$ cat config.mk
export PLATFORM = sky130hd
export DESIGN_NAME = ow_master
export DESIGN_NICKNAME = d
export VERILOG_FILES = /design/src/rtl/ow_pkg.sv /design/src/rtl/ow_sync.sv /design/src/rtl/ow_timebase.sv /design/src/rtl/ow_slot_engine.sv /design/src/rtl/ow_master.sv
export SDC_FILE = /design/constraint.sdc
export NUM_CORES = 1
export LEC_CHECK = 0
export BUFFER_PORTS_ARGS = -buffer_cell sky130_fd_sc_hd__buf_2
export CORE_ASPECT_RATIO = 0.75
export CORE_UTILIZATION = 45
export CTS_CLUSTER_SIZE = 14
export DETAILED_ROUTE_END_ITERATION = 10
export PLACE_DENSITY = 0.62
export SLEW_MARGIN = 0
export SYNTH_ARGS = -nofsm -noshare
export SYNTH_HDL_FRONTEND = slang
export SYNTH_HIERARCHICAL = 1
export SYNTH_SLANG_ARGS = --single-unit
$ cat constraint.sdc
create_clock -name clk -period 4 [get_ports clk]
set_input_delay 1 -clock clk [delete_from_list [all_inputs] [get_ports clk]]
set_output_delay 1 -clock clk [all_outputs]
set_load 0.02 [all_outputs]
$ cat src/rtl/ow_pkg.sv
// Shared types and line timing for the 1-Wire master.
// Assumes: all times are whole microseconds counted from the start of a
// command; one counter width covers the longest sequence (reset, 960 us).
package ow_pkg;

    localparam int BYTE_W     = 8;
    localparam int BIT_IDX_W  = $clog2(BYTE_W);
    localparam int MAX_US     = 960;
    localparam int CNT_W      = $clog2(MAX_US + 1);

    // Status byte bit positions (host software decodes these).
    localparam int ST_BUSY  = 0;
    localparam int ST_PRES  = 1;
    localparam int ST_SHORT = 2;
    localparam int ST_LEVEL = 3;
    localparam int ST_DEVRST = 4;

    // Times in microseconds measured from the start of a reset or a slot.
    typedef struct packed {
        logic [CNT_W-1:0] rst_low;     // line held low during reset
        logic [CNT_W-1:0] short_at;    // short sample instant
        logic [CNT_W-1:0] pres_at;     // presence sample instant
        logic [CNT_W-1:0] rst_total;   // end of reset sequence
        logic [CNT_W-1:0] low_one;     // low time for write-1 / read slot
        logic [CNT_W-1:0] low_zero;    // low time for write-0 slot
        logic [CNT_W-1:0] samp_at;     // read sample instant
        logic [CNT_W-1:0] slot_total;  // end of one bit slot
    } ow_timing_t;

    localparam ow_timing_t TIM_STD = '{
        rst_low:   CNT_W'(480), short_at: CNT_W'(488), pres_at: CNT_W'(550),
        rst_total: CNT_W'(960), low_one:  CNT_W'(6),   low_zero: CNT_W'(60),
        samp_at:   CNT_W'(15),  slot_total: CNT_W'(65)
    };

    localparam ow_timing_t TIM_OD = '{
        rst_low:   CNT_W'(48),  short_at: CNT_W'(49),  pres_at: CNT_W'(56),
        rst_total: CNT_W'(96),  low_one:  CNT_W'(1),   low_zero: CNT_W'(8),
        samp_at:   CNT_W'(2),   slot_total: CNT_W'(10)
    };

    typedef enum logic [1:0] {ENG_IDLE, ENG_RESET, ENG_SLOT} eng_state_t;
    typedef enum logic [1:0] {MST_IDLE, MST_RESET, MST_BYTE} mst_state_t;

endpackage

$ cat src/rtl/ow_sync.sv
// Multi-stage synchronizer for the asynchronous line input.
// Assumes: the idle bus is high, so every stage resets to 1.
module ow_sync #(
    parameter int STAGES = 2
) (
    input  logic clk,
    input  logic rst_n,
    input  logic async_in,
    output logic sync_out
);
    logic [STAGES-1:0] chain;

    // Shift the pad value through the flop chain.
    always_ff @(posedge clk) begin
        if (!rst_n) chain <= '1;
        else        chain <= {chain[STAGES-2:0], async_in};
    end

    assign sync_out = chain[STAGES-1];
endmodule

$ cat src/rtl/ow_timebase.sv
// Microsecond tick generator. The divider restarts on clr so that a command
// begins exactly on a microsecond boundary.
// Assumes: CLKS_PER_US >= 1 system clocks make one microsecond.
module ow_timebase #(
    parameter int CLKS_PER_US = 125
) (
    input  logic clk,
    input  logic rst_n,
    input  logic clr,
    output logic tick
);
    localparam int DIV_W = (CLKS_PER_US > 1) ? $clog2(CLKS_PER_US) : 1;
    localparam logic [DIV_W-1:0] DIV_LAST = DIV_W'(CLKS_PER_US - 1);

    logic [DIV_W-1:0] div_q;

    // Count clocks within the current microsecond.
    always_ff @(posedge clk) begin
        if (!rst_n || clr)        div_q <= '0;
        else if (div_q == DIV_LAST) div_q <= '0;
        else                        div_q <= div_q + 1'b1;
    end

    assign tick = (div_q == DIV_LAST);

    generate
        if (CLKS_PER_US > 1) begin : g_tick_chk
            AST_TICK_SPACED: assert property (@(posedge clk) disable iff (!rst_n)
                (tick && !clr) |=> !tick);
        end
    endgenerate
endmodule

$ cat src/rtl/ow_slot_engine.sv
// Times one bus reset or one bit slot. Reports the presence/short samples of
// a reset, or the sampled bit of a slot, with a one-cycle done pulse.
// Assumes: a start arrives only while idle; timing is chosen at start.
module ow_slot_engine
    import ow_pkg::*;
#(
    parameter int CLKS_PER_US = 125
) (
    input  logic clk,
    input  logic rst_n,
    input  logic start_rst,
    input  logic start_slot,
    input  logic bit_val,
    input  logic od_sel,
    input  logic line_hi,
    output logic drive_low,
    output logic done,
    output logic samp_bit,
    output logic pres_seen,
    output logic short_seen
);
    eng_state_t       state;
    ow_timing_t       tm;
    logic [CNT_W-1:0] us_cnt;
    logic [CNT_W-1:0] us_next;
    logic             bit_q;
    logic             tick;
    logic             start_any;

    assign start_any = (state == ENG_IDLE) && (start_rst || start_slot);
    assign us_next   = us_cnt + 1'b1;

    ow_timebase #(.CLKS_PER_US(CLKS_PER_US)) u_tb (
        .clk  (clk),
        .rst_n(rst_n),
        .clr  (start_any),
        .tick (tick)
    );

    // Sequence state, microsecond count and sample captures.
    always_ff @(posedge clk) begin
        if (!rst_n) begin
            state      <= ENG_IDLE;
            tm         <= TIM_STD;
            us_cnt     <= '0;
            bit_q      <= 1'b1;
            done       <= 1'b0;
            samp_bit   <= 1'b0;
            pres_seen  <= 1'b0;
            short_seen <= 1'b0;
        end else begin
            done <= 1'b0;
            case (state)
                ENG_IDLE: begin
                    us_cnt <= '0;
                    tm     <= od_sel ? TIM_OD : TIM_STD;
                    if (start_rst)       state <= ENG_RESET;
                    else if (start_slot) begin
                        state <= ENG_SLOT;
                        bit_q <= bit_val;
                    end
                end
                ENG_RESET: if (tick) begin
                    us_cnt <= us_next;
                    if (us_next == tm.short_at) short_seen <= !line_hi;
                    if (us_next == tm.pres_at)  pres_seen  <= !line_hi;
                    if (us_next == tm.rst_total) begin
                        done  <= 1'b1;
                        state <= ENG_IDLE;
                    end
                end
                ENG_SLOT: if (tick) begin
                    us_cnt <= us_next;
                    if (us_next == tm.samp_at) samp_bit <= line_hi;
                    if (us_next == tm.slot_total) begin
                        done  <= 1'b1;
                        state <= ENG_IDLE;
                    end
                end
                default: state <= ENG_IDLE;
            endcase
        end
    end

    // Pull the line low during the leading part of a reset or slot.
    always_comb begin
        drive_low = 1'b0;
        if (state == ENG_RESET)     drive_low = (us_cnt < tm.rst_low);
        else if (state == ENG_SLOT) drive_low = (us_cnt < (bit_q ? tm.low_one : tm.low_zero));
    end

    AST_DONE_SINGLE: assert property (@(posedge clk) disable iff (!rst_n)
        done |=> !done);
    AST_IDLE_NO_DRIVE: assert property (@(posedge clk) disable iff (!rst_n)
        $past(done) |-> !drive_low);
endmodule

$ cat src/rtl/ow_master.sv
// Single-channel 1-Wire master: accepts host command strobes, sequences
// resets and byte transfers through the slot engine, and keeps the status
// byte, speed bit and last read byte.
// Assumes: strobes are one clock wide; strobes seen while busy are dropped.
module ow_master
    import ow_pkg::*;
#(
    parameter int CLKS_PER_US = 125,
    parameter int SYNC_STAGES = 2
) (
    input  logic              clk,
    input  logic              rst_n,
    input  logic              cmd_bus_reset,
    input  logic              cmd_write_byte,
    input  logic              cmd_read_byte,
    input  logic              cmd_write_cfg,
    input  logic              cmd_dev_reset,
    input  logic [BYTE_W-1:0] host_data,
    input  logic              cfg_overdrive,
    input  logic              status_rd,
    output logic [7:0]        status,
    output logic [BYTE_W-1:0] read_data,
    output logic              ow_drive_low,
    input  logic              ow_line_in
);
    mst_state_t           mode;
    logic                 busy;
    logic                 is_read;
    logic [BYTE_W-1:0]    shreg;
    logic [BIT_IDX_W-1:0] bit_cnt;
    logic                 go_rst;
    logic                 go_slot;
    logic                 speed_od;
    logic                 devrst_flag;
    logic                 level_q;
    logic                 short_q;
    logic                 pres_q;
    logic                 line_hi;
    logic                 eng_done;
    logic                 eng_samp;
    logic                 eng_pres;
    logic                 eng_short;
    logic [BYTE_W-1:0]    shifted;

    ow_sync #(.STAGES(SYNC_STAGES)) u_sync (
        .clk     (clk),
        .rst_n   (rst_n),
        .async_in(ow_line_in),
        .sync_out(line_hi)
    );

    ow_slot_engine #(.CLKS_PER_US(CLKS_PER_US)) u_eng (
        .clk       (clk),
        .rst_n     (rst_n),
        .start_rst (go_rst),
        .start_slot(go_slot),
        .bit_val   (shreg[0]),
        .od_sel    (speed_od),
        .line_hi   (line_hi),
        .drive_low (ow_drive_low),
        .done      (eng_done),
        .samp_bit  (eng_samp),
        .pres_seen (eng_pres),
        .short_seen(eng_short)
    );

    assign shifted = {eng_samp, shreg[BYTE_W-1:1]};

    // Command acceptance, byte sequencing and status register updates.
    always_ff @(posedge clk) begin
        if (!rst_n) begin
            mode        <= MST_IDLE;
            busy        <= 1'b0;
            is_read     <= 1'b0;
            shreg       <= '1;
            bit_cnt     <= '0;
            go_rst      <= 1'b0;
            go_slot     <= 1'b0;
            speed_od    <= 1'b0;
            devrst_flag <= 1'b1;
            level_q     <= 1'b0;
            short_q     <= 1'b0;
            pres_q      <= 1'b0;
            read_data   <= '0;
        end else begin
            go_rst  <= 1'b0;
            go_slot <= 1'b0;
            if (!busy) begin
                if (cmd_dev_reset) begin
                    devrst_flag <= 1'b1;
                    speed_od    <= 1'b0;
                    short_q     <= 1'b0;
                    pres_q      <= 1'b0;
                    level_q     <= 1'b0;
                end else if (cmd_write_cfg) begin
                    speed_od    <= cfg_overdrive;
                    devrst_flag <= 1'b0;
                end else if (cmd_bus_reset) begin
                    busy   <= 1'b1;
                    mode   <= MST_RESET;
                    go_rst <= 1'b1;
                end else if (cmd_write_byte || cmd_read_byte) begin
                    busy    <= 1'b1;
                    mode    <= MST_BYTE;
                    is_read <= !cmd_write_byte;
                    shreg   <= cmd_write_byte ? host_data : '1;
                    bit_cnt <= '0;
                    go_slot <= 1'b1;
                end
            end else if (eng_done) begin
                if (mode == MST_RESET) begin
                    short_q <= eng_short;
                    pres_q  <= eng_pres && !eng_short;
                    busy    <= 1'b0;
                    mode    <= MST_IDLE;
                end else begin
                    shreg   <= shifted;
                    bit_cnt <= bit_cnt + 1'b1;
                    if (bit_cnt == BIT_IDX_W'(BYTE_W - 1)) begin
                        busy <= 1'b0;
                        mode <= MST_IDLE;
                        if (is_read) read_data <= shifted;
                    end else begin
                        go_slot <= 1'b1;
                    end
                end
            end
            if (status_rd) level_q <= line_hi;
        end
    end

    assign status = {3'b000, devrst_flag, level_q, short_q, pres_q, busy};

    AST_RELEASED_WHEN_IDLE: assert property (@(posedge clk) disable iff (!rst_n)
        !status[ST_BUSY] |-> !ow_drive_low);
    AST_SHORT_MASKS_PRES: assert property (@(posedge clk) disable iff (!rst_n)
        status[ST_SHORT] |-> !status[ST_PRES]);
    AST_FLAGS_ONLY_BY_RESET: assert property (@(posedge clk) disable iff (!rst_n)
        (!status[ST_BUSY] && !cmd_dev_reset) |=> $stable(status[ST_SHORT:ST_PRES]));
    AST_CFG_CLEARS_DEVRST: assert property (@(posedge clk) disable iff (!rst_n)
        (!status[ST_BUSY] && cmd_write_cfg && !cmd_dev_reset) |=> !status[ST_DEVRST]);
    AST_SPEED_HELD_BUSY: assert property (@(posedge clk) disable iff (!rst_n)
        status[ST_BUSY] |=> $stable(speed_od));
endmodule

==> results.txt <==
Wirelength per Cell - 15.0 um
Final TNS setup - 0 ns
vias in the first global route - 2798
crit path time final - 3.52 ns
Worst Tran Pin Value - 0.801 ns
row cnt - 27
flop2flop setup slack - 1.23 ns
clock-pin slew on the worst setup and hold paths - 0.07 ns
post-CTS sizing - 0
Top FF cell, synth - dfxtp_1
Critical R2R Launch - u_eng/us_cnt[0]
Hold Crit Depth - 1
status - finished clean
I/O pin count - 35
Die H - 78.5 um
capturing point of the worst reg2reg path - u_eng/short_seen
Area Growth Syn to Fin - 8.71%
Combinational Power Share - 15.8%
ANT cells - 0
synthesized flop and latch total - 58
worst skew pair latency - 0.33 ns
Synth cell types - 62
Post-CTS Hold Fix Bufs - 0
fraction of layout cells with a size suffix above 1 - 16.1%
Overall Global Routing Usage - 21.0%
Max clock buf depth - 2
fin crit share - 88.1%
# port buffers - 31
final wirelength - 8.18 mm
Setup Buffers After CTS - 0
worst hold path type - reg -> reg
max-cap violation count - 0
Sink Count - 58
Reg2Reg Depth - 7
DIE AREA - 8150 sq um
vias per cell - 5.71
Worst Path Max Fanout - 16
root buffer cell - clkbuf_8
Nets - 475
final hold viol count - 0
average cell area after synthesis - 8.14 sq um
leakage power - 1.49 nW
initial core utilization - 47.2%
CTS buffer count - 9
CP startpoint kind - flop
clk_skew - 0.00985 ns
Core Area - 7430 sq um
Initial DRC Count - 183
Residual DRC - 0
critical path capture point type - output port
CTS tree - built
initial antenna violation count - 0
largest net degree at the start of global routing - 23
Final GP Congestion - 0.852
Synth Instances - 431
Sw Pwr - 0.402 mW
hold_sp - u_sync/chain[0]
Max VDD drop - 0.254 mV
clock share of power - 41.6%
Syn Std Cell Area - 3510 sq um
switching share of power - 27.9%
Slew Viols, Final - 0
Final Core Density - 51.3%
Achievable Freq - 284 MHz
via count - 3122
final setup vio count - 0
DRT antenna net count - 0
Seq/Total Area, Yosys - 33.1%
Yosys warnings - 6
Relative slew margins - 46.5%
GR Overflow Total - 0
H-tree levels - 3
first-pass GRT wire length - 13.8 mm
Async S/R FF share, synth - 0%
Min-Delay Endpoint - u_sync/chain[1]
P per Cell Area - 379 nW/um^2
Die X - 104 um
RSZ-0062 raised after global routing - false
worst endpoint data arrival time - 2.52 ns
critical setup path kind - reg -> out
Internal - 1.04 mW
drt first pass iters - 5
Post-synth EDFFs - 0
register share of total power - 42.6%
detailed-placement wirelength estimate - 5.92 mm
Worst EP required - 3.00 ns
critical path, cell delays in order (launching register included):
cell,delay (ns)
dfxtp_1,0.70
nand2_1,0.11
ha_1,0.29
a21boi_0,0.13
o21a_1,0.19
o21a_1,0.16
o21a_1,0.16
o21a_1,0.16
o21ai_0,0.12
buf_2,0.18
per-layer routing:
| layer | vias up | GRT usage (%) | routed length [um] |
|---|---|---|---|
| met5 | - | 0 | 0 |
| met3 | 11 | 5.15 | 457 |
| met2 | 90 | 31.4 | 3470 |
| met1 | 1475 | 29.8 | 4170 |
| met4 | 0 | 6.14 | 89 |
| li1 | 1546 | - | - |
worst max-delay path by stage:
stage	start	endpoint	slack, ns	cells past startpoint
2_1_floorplan	u_eng/tm[67]	ow_drive_low	0.73	9
3_3_place_gp	u_eng/tm[67]	ow_drive_low	0.90	9
3_5_place_dp	u_eng/tm[67]	ow_drive_low	0.85	9
4_1_cts	u_eng/tm[67]	ow_drive_low	0.49	9
5_1_grt	u_eng/tm[67]	ow_drive_low	0.27	9
6_report	u_eng/tm[67]	ow_drive_low	0.48	9
synth_stat cells (7+ instances only):
master | n | area share (%)
a21oi_1 | 22 | 3.1
a31oi_1 | 11 | 2.0
buf_4 | 11 | 2.4
clkbuf_1 | 15 | 1.6
dfxtp_1 | 58 | 33
ha_1 | 16 | 5.7
inv_1 | 15 | 1.6
mux2i_1 | 13 | 3.7
nand2_1 | 43 | 4.6
nand3_1 | 21 | 3.0
nor2_1 | 48 | 5.1
nor3_1 | 16 | 2.3
o211ai_2 | 8 | 2.9
o21ai_0 | 19 | 2.7
o22ai_1 | 8 | 1.4
xnor2_1 | 7 | 1.7
layout make-up:
class	instances	area, sq um
Fill cell	713	3620
Sequential cell	58	1160
Clock buffer	11	141
Timing Repair Buffer	32	163
Inverter	17	63.8
Multi-Input combinational cell	323	2080
Clock inverter	5	77.6
Tap cell	101	126
power groups by stage:
stage / Sequential, mW / Combinational, mW / Clock, mW
2_1_floorplan: 0.620 / 0.179 / 0
3_3_place_gp: 0.627 / 0.225 / 0
3_5_place_dp: 0.628 / 0.227 / 0
4_1_cts: 0.615 / 0.229 / 0.615
5_1_grt: 0.618 / 0.253 / 0.644
6_report: 0.615 / 0.228 / 0.602
kinds of logic (layout without fill, tap and decap cells):
| kind of cell | count (synthesis) | in the layout | share of synthesized area [%] |
|---|---|---|---|
| xor+xnor | 12 | 12 | 3.00 |
| fa+ha+maj | 16 | 16 | 5.71 |
| simple gates | 175 | 175 | 25.1 |
| mux | 15 | 15 | 4.35 |
| flops | 58 | 58 | 33.1 |
| compound gates | 102 | 102 | 20.8 |
| buf+inv | 52 | 65 | 7.81 |
| other cells | 1 | 3 | 0.107 |
registers in the layout (all words and copies together), names as in the netlist, 2 cells and up:
name,cells
u_eng/tm,2
shreg,8
u_eng/u_tb/div_q,7
u_sync/chain,2
mode,2
read_data,8
bit_cnt,3
u_eng/state,2
u_eng/us_cnt,10
placed cells by master, fill, tap and decap left out, types with 3 or more instances in the layout:
master	count
dfxtp_1	58
nor2_1	48
nand2_1	43
buf_2	31
a21oi_1	22
nand3_1	21
o21ai_0	19
nor3_1	16
ha_1	16
inv_1	15
mux2i_1	13
a31oi_1	11
clkbuf_8	10
o211ai_2	8
o22ai_1	8
xnor2_1	7
nor2b_1	6
nand2b_1	6
a311oi_1	6
and3_1	5
o21a_1	5
xor2_1	5
and2_1	4
nand4_1	4
a32oi_1	3
a2bb2oi_1	3
conb_1	3
metrics by stage:
stage | hold WS, ns | setup WS, ns | cells | instance area (sq um) | power, mW
2_1_floorplan | 0.386 | 0.728 | 433 | 3510 | 0.798
3_3_place_gp | 0.394 | 0.897 | 531 | 3590 | 0.852
3_5_place_dp | 0.396 | 0.851 | 531 | 3590 | 0.855
4_1_cts | 0.409 | 0.488 | 547 | 3810 | 1.46
5_1_grt | 0.419 | 0.274 | 547 | 3810 | 1.51
6_report | 0.412 | 0.475 | 547 | 3810 | 1.44
Power figures use the tool's default switching activity.
